**config.mk**
```make
export PLATFORM = sky130hd
export DESIGN_NAME = dwc_repacker
export DESIGN_NICKNAME = d
export VERILOG_FILES = /design/src/rtl/dwc_pkg.sv /design/src/rtl/dwc_up_stage.sv /design/src/rtl/dwc_down_stage.sv /design/src/rtl/dwc_pass_stage.sv /design/src/rtl/dwc_link.sv /design/src/rtl/dwc_repacker.sv
export SDC_FILE = /design/constraint.sdc
export NUM_CORES = 1
export LEC_CHECK = 0
export ABC_AREA = 0
export BUFFER_PORTS_ARGS = -buffer_cell sky130_fd_sc_hd__buf_2
export CORE_MARGIN = 2
export CORE_UTILIZATION = 40
export CTS_CLUSTER_DIAMETER = 60
export CTS_CLUSTER_SIZE = 20
export DETAILED_ROUTE_END_ITERATION = 8
export HOLD_SLACK_MARGIN = 0.03
export PLACE_DENSITY = 0.63
export SLEW_MARGIN = 20
export SYNTH_ARGS = -nofsm -noshare
export SYNTH_HDL_FRONTEND = slang
export SYNTH_SLANG_ARGS = --single-unit
```
**constraint.sdc**
```tcl
create_clock -name clk -period 5.3 [get_ports clk]
set_input_delay 0.265 -clock clk [delete_from_list [all_inputs] [get_ports clk]]
set_output_delay 0.265 -clock clk [all_outputs]
set_load 0.005 [all_outputs]
```
**src/rtl/dwc_pkg.sv**
```systemverilog
package dwc_pkg;

  typedef enum logic [1:0] {
    DWC_PASS = 2'd0,
    DWC_UP   = 2'd1,
    DWC_DOWN = 2'd2
  } dwc_kind_e;

  function automatic int gcd_f(input int a, input int b);
    int x;
    int y;
    int t;
    x = a;
    y = b;
    while (y != 0) begin
      t = x % y;
      x = y;
      y = t;
    end
    return x;
  endfunction

  function automatic int lcm_f(input int a, input int b);
    return (a / gcd_f(a, b)) * b;
  endfunction

  function automatic dwc_kind_e kind_f(input int iw, input int ow);
    if (iw == ow) return DWC_PASS;
    else if (ow > iw) return DWC_UP;
    else return DWC_DOWN;
  endfunction

endpackage

```
**src/rtl/dwc_up_stage.sv**
```systemverilog
module dwc_up_stage #(
  parameter int IN_W        = 2,
  parameter int OUT_W       = 8,
  parameter int FRAME_WORDS = 4
) (
  input  logic             clk,
  input  logic             rst_n,
  input  logic             in_vld,
  output logic             in_rdy,
  input  logic [IN_W-1:0]  in_data,
  output logic             out_vld,
  input  logic             out_rdy,
  output logic [OUT_W-1:0] out_data
);
  localparam int RATIO = OUT_W / IN_W;
  localparam int CW    = (RATIO > 1) ? $clog2(RATIO) : 1;
  localparam int FCW   = (FRAME_WORDS > 1) ? $clog2(FRAME_WORDS) : 1;

  logic [OUT_W-1:0] acc_q, acc_d, dat_q, merged;
  logic [CW-1:0]    slot_q, slot_d;
  logic [FCW-1:0]   word_q, word_d;
  logic             vld_q, vld_d;
  logic             take, frame_end, close_word, dat_en;

  always_comb begin
    in_rdy     = !vld_q || out_rdy;
    take       = in_vld && in_rdy;
    frame_end  = (word_q == FCW'(FRAME_WORDS - 1));
    close_word = (slot_q == CW'(RATIO - 1)) || frame_end;
    merged     = acc_q | (OUT_W'(in_data) << (int'(slot_q) * IN_W));
    acc_d      = acc_q;
    slot_d     = slot_q;
    word_d     = word_q;
    vld_d      = vld_q && !out_rdy;
    dat_en     = 1'b0;
    if (take) begin
      word_d = frame_end ? '0 : word_q + FCW'(1);
      if (close_word) begin
        acc_d  = '0;
        slot_d = '0;
        vld_d  = 1'b1;
        dat_en = 1'b1;
      end else begin
        acc_d  = merged;
        slot_d = slot_q + CW'(1);
      end
    end
  end

  always_ff @(posedge clk or negedge rst_n) begin
    if (!rst_n) begin
      acc_q  <= '0;
      slot_q <= '0;
      word_q <= '0;
      vld_q  <= 1'b0;
    end else begin
      if (take) begin
        acc_q  <= acc_d;
        slot_q <= slot_d;
        word_q <= word_d;
      end
      vld_q <= vld_d;
    end
  end

  always_ff @(posedge clk or negedge rst_n) begin
    if (!rst_n)      dat_q <= '0;
    else if (dat_en) dat_q <= merged;
  end

  assign out_vld  = vld_q;
  assign out_data = dat_q;
endmodule

```
**src/rtl/dwc_down_stage.sv**
```systemverilog
module dwc_down_stage #(
  parameter int IN_W  = 16,
  parameter int OUT_W = 4
) (
  input  logic             clk,
  input  logic             rst_n,
  input  logic             in_vld,
  output logic             in_rdy,
  input  logic [IN_W-1:0]  in_data,
  output logic             out_vld,
  input  logic             out_rdy,
  output logic [OUT_W-1:0] out_data
);
  localparam int RATIO = IN_W / OUT_W;
  localparam int CW    = (RATIO > 1) ? $clog2(RATIO) : 1;

  logic [IN_W-1:0] hold_q;
  logic [CW-1:0]   slot_q, slot_d;
  logic            full_q, full_d;
  logic            last, pop, take;

  always_comb begin
    last   = (slot_q == CW'(RATIO - 1));
    pop    = full_q && out_rdy;
    in_rdy = !full_q || (out_rdy && last);
    take   = in_vld && in_rdy;
    slot_d = slot_q;
    if (pop) slot_d = last ? '0 : slot_q + CW'(1);
    full_d = full_q;
    if (pop && last) full_d = 1'b0;
    if (take)        full_d = 1'b1;
  end

  always_ff @(posedge clk or negedge rst_n) begin
    if (!rst_n) begin
      slot_q <= '0;
      full_q <= 1'b0;
    end else begin
      if (pop) slot_q <= slot_d;
      full_q <= full_d;
    end
  end

  always_ff @(posedge clk or negedge rst_n) begin
    if (!rst_n)    hold_q <= '0;
    else if (take) hold_q <= in_data;
  end

  assign out_vld  = full_q;
  assign out_data = hold_q[int'(slot_q) * OUT_W +: OUT_W];
endmodule

```
**src/rtl/dwc_pass_stage.sv**
```systemverilog
module dwc_pass_stage #(
  parameter int W = 8
) (
  input  logic         clk,
  input  logic         rst_n,
  input  logic         in_vld,
  output logic         in_rdy,
  input  logic [W-1:0] in_data,
  output logic         out_vld,
  input  logic         out_rdy,
  output logic [W-1:0] out_data
);
  logic [W-1:0] dat_q;
  logic         vld_q, vld_d, take;

  always_comb begin
    in_rdy = !vld_q || out_rdy;
    take   = in_vld && in_rdy;
    vld_d  = take || (vld_q && !out_rdy);
  end

  always_ff @(posedge clk or negedge rst_n) begin
    if (!rst_n) begin
      vld_q <= 1'b0;
      dat_q <= '0;
    end else begin
      vld_q <= vld_d;
      if (take) dat_q <= in_data;
    end
  end

  assign out_vld  = vld_q;
  assign out_data = dat_q;
endmodule

```
**src/rtl/dwc_link.sv**
```systemverilog
module dwc_link
  import dwc_pkg::*;
#(
  parameter int IN_W        = 2,
  parameter int OUT_W       = 4,
  parameter int FRAME_WORDS = 4
) (
  input  logic             clk,
  input  logic             rst_n,
  input  logic             in_vld,
  output logic             in_rdy,
  input  logic [IN_W-1:0]  in_data,
  output logic             out_vld,
  input  logic             out_rdy,
  output logic [OUT_W-1:0] out_data
);
  localparam dwc_kind_e KIND = kind_f(IN_W, OUT_W);

  if (FRAME_WORDS < 1) begin : g_bad_frame
    $error("dwc_link: frame word count must be at least one");
  end

  if (KIND == DWC_PASS) begin : g_pass
    dwc_pass_stage #(.W(IN_W)) u_stage (
      .clk(clk), .rst_n(rst_n),
      .in_vld(in_vld), .in_rdy(in_rdy), .in_data(in_data),
      .out_vld(out_vld), .out_rdy(out_rdy), .out_data(out_data)
    );
  end else if (KIND == DWC_UP) begin : g_up
    dwc_up_stage #(.IN_W(IN_W), .OUT_W(OUT_W), .FRAME_WORDS(FRAME_WORDS)) u_stage (
      .clk(clk), .rst_n(rst_n),
      .in_vld(in_vld), .in_rdy(in_rdy), .in_data(in_data),
      .out_vld(out_vld), .out_rdy(out_rdy), .out_data(out_data)
    );
  end else begin : g_down
    dwc_down_stage #(.IN_W(IN_W), .OUT_W(OUT_W)) u_stage (
      .clk(clk), .rst_n(rst_n),
      .in_vld(in_vld), .in_rdy(in_rdy), .in_data(in_data),
      .out_vld(out_vld), .out_rdy(out_rdy), .out_data(out_data)
    );
  end
endmodule

```
**src/rtl/dwc_repacker.sv**
```systemverilog
module dwc_repacker
  import dwc_pkg::*;
#(
  parameter int IN_W         = 6,
  parameter int OUT_W        = 4,
  parameter int NUM_IN_WORDS = 8
) (
  input  logic             clk,
  input  logic             rst_n,
  input  logic             in_vld,
  output logic             in_rdy,
  input  logic [IN_W-1:0]  in_data,
  output logic             out_vld,
  input  logic             out_rdy,
  output logic [OUT_W-1:0] out_data
);
  localparam int MAX_W     = (IN_W > OUT_W) ? IN_W : OUT_W;
  localparam int MIN_W     = (IN_W > OUT_W) ? OUT_W : IN_W;
  localparam bit DIRECT    = (MAX_W % MIN_W) == 0;
  localparam int LCM_W     = lcm_f(IN_W, OUT_W);
  localparam int PER_LCM   = LCM_W / IN_W;
  localparam int LCM_WORDS = NUM_IN_WORDS / PER_LCM;

  if (DIRECT) begin : g_direct
    dwc_link #(.IN_W(IN_W), .OUT_W(OUT_W), .FRAME_WORDS(NUM_IN_WORDS)) u_only (
      .clk(clk), .rst_n(rst_n),
      .in_vld(in_vld), .in_rdy(in_rdy), .in_data(in_data),
      .out_vld(out_vld), .out_rdy(out_rdy), .out_data(out_data)
    );
  end else begin : g_cascade
    if ((NUM_IN_WORDS % PER_LCM) != 0) begin : g_bad_count
      $error("dwc_repacker: input words per frame not a multiple of LCM_W/IN_W");
    end

    logic             mid_vld, mid_rdy;
    logic [LCM_W-1:0] mid_data;

    dwc_link #(.IN_W(IN_W), .OUT_W(LCM_W), .FRAME_WORDS(NUM_IN_WORDS)) u_widen (
      .clk(clk), .rst_n(rst_n),
      .in_vld(in_vld), .in_rdy(in_rdy), .in_data(in_data),
      .out_vld(mid_vld), .out_rdy(mid_rdy), .out_data(mid_data)
    );

    dwc_link #(.IN_W(LCM_W), .OUT_W(OUT_W), .FRAME_WORDS(LCM_WORDS)) u_narrow (
      .clk(clk), .rst_n(rst_n),
      .in_vld(mid_vld), .in_rdy(mid_rdy), .in_data(mid_data),
      .out_vld(out_vld), .out_rdy(out_rdy), .out_data(out_data)
    );
  end
endmodule

```
==> metrics.yaml <==
clkLatencyLatePin_ns: 0.30
fin_crit_ns: 1.839
crit_arrival_ns: 2.02
clk_root_buffer_cell: "clkbuf_8"
fmaxAchievable_mhz: 543.8
postCtsHoldBufs: 0
synthCells: 169
ant_nets: 0
p_seq_frac: 0.470
synth_area_per_cell_um2: 11.37
grt_max_degree: 45
hold_viol: 0
maxSlewHeadroom: 0.3561
core_um2: 4692
tns_ns: 0
worstPathMaxFanout: 18
rsz0062_at_grt: "false"
detail_route.iter0.violations: 82
syn_area_um2: 1922
period_share: 0.3470
setup_viol: 0
port_buffers: 15
total_power_mw: 1.219
place_ws_ns: 3.466
multi_input_area_um2: 744.5
worst_slew_pin_slew_ns: 0.9658
grt_use_met2: 0.2152
maxCapViolCount: 0
fp.dieW_um: 73.32
syn-num-nets: 181
grt-ovfl-total: 0
vias_per_cell: 5.401
status: "finished clean"
initial_core_util: 0.4096
start_kind: "flip-flop"
nFillCells: 457
die-area_um2: 5375
ir_drop_mv: 0.2754
fin_worst_skew_ns: 0.008491
final-seq-area_um2: 1101
ys.warnings.count: 0
fin_ws_ns: 3.461
cts_inserted_buffers: 5
first_pass_iters: 4
dp_hpwl_um: 2617
use_met3: 0.03292
antenna_found_initial: 0
diodes: 0
ys_seq_area_frac: 0.5729
leakagePower_nw: 0.9622
criticalPathCategory: "flip-flop to flip-flop"
p_per_area_nw_per_um2: 575.5
hold_class: "input port to asynchronous set/reset pin"
grt_pass1_wl_um: 6265
cts_tree: "done"
switchingPower_mw: 0.4119
use_met1: 0.2336
drt-total-wl_um: 3709
drcViolationCount: 0
cts-resized-gates: 0
drv_slew: 0
clock_power_share: 0.204
core.rowCount: 25
ios: 16
track_usage: 0.1543
area_growth_pct: 10.22
cts.sinks: 44
crit_required_ns: 5.48
path_clk_slew_ns: 0.08
wl_per_cell_um: 15.65
cts_setup_buffers: 0
gp_congestion: 0.9044
combPwrFrac: 0.326
hold_ws_ns: 0.1142
clock_path_buffers: 2
ys_seq_elements: 44
fp.dieH_um: 73.32
final_nets: 194
cp-end-kind: "flip-flop"
grt_most_used_layer: "met1"
drive_above_1_share: 0.2240
grt_pass1_vias: 1238
swShare: 0.3379
vias: 1280
cts_max_level: 2
p_int_mw: 0.8072
synth.distinct_cells: 27
==> final cells by class <==
class,count,area share
Clock buffer,6,0.03426
Clock inverter,2,0.01654
Inverter,6,0.01063
Multi-Input combinational cell,110,0.3514
Sequential cell,44,0.5198
Tap cell,54,0.03190
Timing Repair Buffer,15,0.03544
==> cell usage in the layout, fill, tap and decap left out <==
master / Yosys / routed
a21oi_1: 12 / 12
and2_1: 1 / 1
and2_4: 1 / 1
and3b_4: 1 / 1
buf_2: 4 / 15
bufinv_16: 0 / 1
clkbuf_1: 3 / 1
clkbuf_8: 0 / 5
clkinv_2: 0 / 1
dfrtp_1: 44 / 44
ha_1: 2 / 2
inv_1: 6 / 6
mux2_2: 14 / 14
mux2i_1: 4 / 4
nand2_1: 17 / 17
nand2b_1: 3 / 3
nand3_1: 1 / 1
nand3b_1: 1 / 1
nor2_1: 13 / 13
nor2b_1: 7 / 7
nor3_1: 8 / 8
nor4b_1: 2 / 2
o211ai_1: 1 / 1
o21a_4: 1 / 1
o21ai_0: 6 / 6
o21ai_2: 1 / 1
o32a_1: 6 / 6
o32ai_1: 7 / 7
or2_2: 1 / 1
==> final timing paths <==
path	startpoint	to	slack [ns]	cells past startpoint
max	g_cascade.u_widen.g_up.u_stage.word_q[0]	g_cascade.u_widen.g_up.u_stage.out_data[0]	3.46	5
min	rst_n	g_cascade.u_narrow.g_down.u_stage.out_vld	0.11	1
max reg2reg	g_cascade.u_widen.g_up.u_stage.word_q[0]	g_cascade.u_widen.g_up.u_stage.out_data[0]	3.46	5
min reg2reg	g_cascade.u_widen.g_up.u_stage.word_q[1]	g_cascade.u_widen.g_up.u_stage.word_q[1]	0.50	2
max in group asynchronous	rst_n	g_cascade.u_widen.g_up.u_stage.acc_q[2]	4.58	1
min in group clk	in_vld	g_cascade.u_widen.g_up.u_stage.out_vld	0.24	3
==> through the flow <==
stage	cells	util	instance area, um2
6_report	237	0.4515	2118
3_3_place_gp	229	0.4285	2011
2_1_floorplan	169	-	1922
5_1_grt	237	0.4515	2118
3_5_place_dp	229	0.4285	2011
4_1_cts	237	0.4515	2118
==> cells in the mapped netlist <==
| library cell | count | area (um2) |
|---|---|---|
| nand3b_1 | 1 | 7.510 |
| and2_1 | 1 | 6.260 |
| o21a_4 | 1 | 15.01 |
| o211ai_1 | 1 | 7.510 |
| clkbuf_1 | 3 | 11.26 |
| nor3_1 | 8 | 40.04 |
| a21oi_1 | 12 | 60.06 |
| nand2_1 | 17 | 63.81 |
| ha_1 | 2 | 25.02 |
| and2_4 | 1 | 8.760 |
| nor2_1 | 13 | 48.80 |
| o32a_1 | 6 | 60.06 |
| or2_2 | 1 | 6.260 |
| mux2i_1 | 4 | 40.04 |
| o21ai_0 | 6 | 30.03 |
| nand3_1 | 1 | 5.000 |
| and3b_4 | 1 | 12.51 |
| dfrtp_1 | 44 | 1101 |
| buf_6 | 2 | 22.52 |
| mux2_2 | 14 | 157.7 |
| inv_1 | 6 | 22.52 |
| buf_2 | 4 | 20.02 |
| o21ai_2 | 1 | 8.760 |
| o32ai_1 | 7 | 61.31 |
| nor2b_1 | 7 | 43.79 |
| nor4b_1 | 2 | 17.52 |
| nand2b_1 | 3 | 18.77 |
==> cell families (layout without fill, tap and decap cells) <==
| kind of cell | after synthesis | count (layout) | share of synthesized area |
|---|---|---|---|
| AND/OR/NAND/NOR | 56 | 56 | 0.1452 |
| flip-flops | 44 | 44 | 0.5729 |
| AO/OA/AOI/OAI | 34 | 34 | 0.1263 |
| multiplexers | 18 | 18 | 0.1029 |
| buffers and inverters | 15 | 29 | 0.03971 |
| adder cells (fa/ha/maj) | 2 | 2 | 0.01302 |
==> routing by layer <==
layer  wire length (um)  vias up
met5                  0        -
met4                 50        0
met3                180        5
met2               1667       41
met1               1811      609
li1                   -      625
==> registers in the layout (all words and copies together), names as in the netlist <==
name and count:
g_cascade.u_widen.g_up.u_stage.out_data 12, g_cascade.u_widen.g_up.u_stage.out_vld 1, g_cascade.u_widen.g_up.u_stage.slot_q 1, g_cascade.u_narrow.g_down.u_stage.hold_q 12, g_cascade.u_narrow.g_down.u_stage.slot_q 2, g_cascade.u_widen.g_up.u_stage.word_q 3
g_cascade.u_narrow.g_down.u_stage.out_vld 1, g_cascade.u_widen.g_up.u_stage.acc_q 12
==> critical path, cell delays in order (launching register included) <==
cell and delay, ns:
dfrtp_1 0.40, ha_1 0.20, ha_1 0.31, or2_2 0.39, and2_4 0.23, o32a_1 0.19
==> power by group through the flow <==
stage                     Sequential (mW)  Clock (mW)  Combinational, mW
after floorplan                     0.528           0              0.339
after global placement              0.573           0              0.386
after detailed placement            0.580           0              0.401
after CTS                           0.573       0.255              0.403
after global routing                0.593       0.266              0.454
final                               0.573       0.248              0.398
Note: power is estimated with default switching activity, not from simulation.
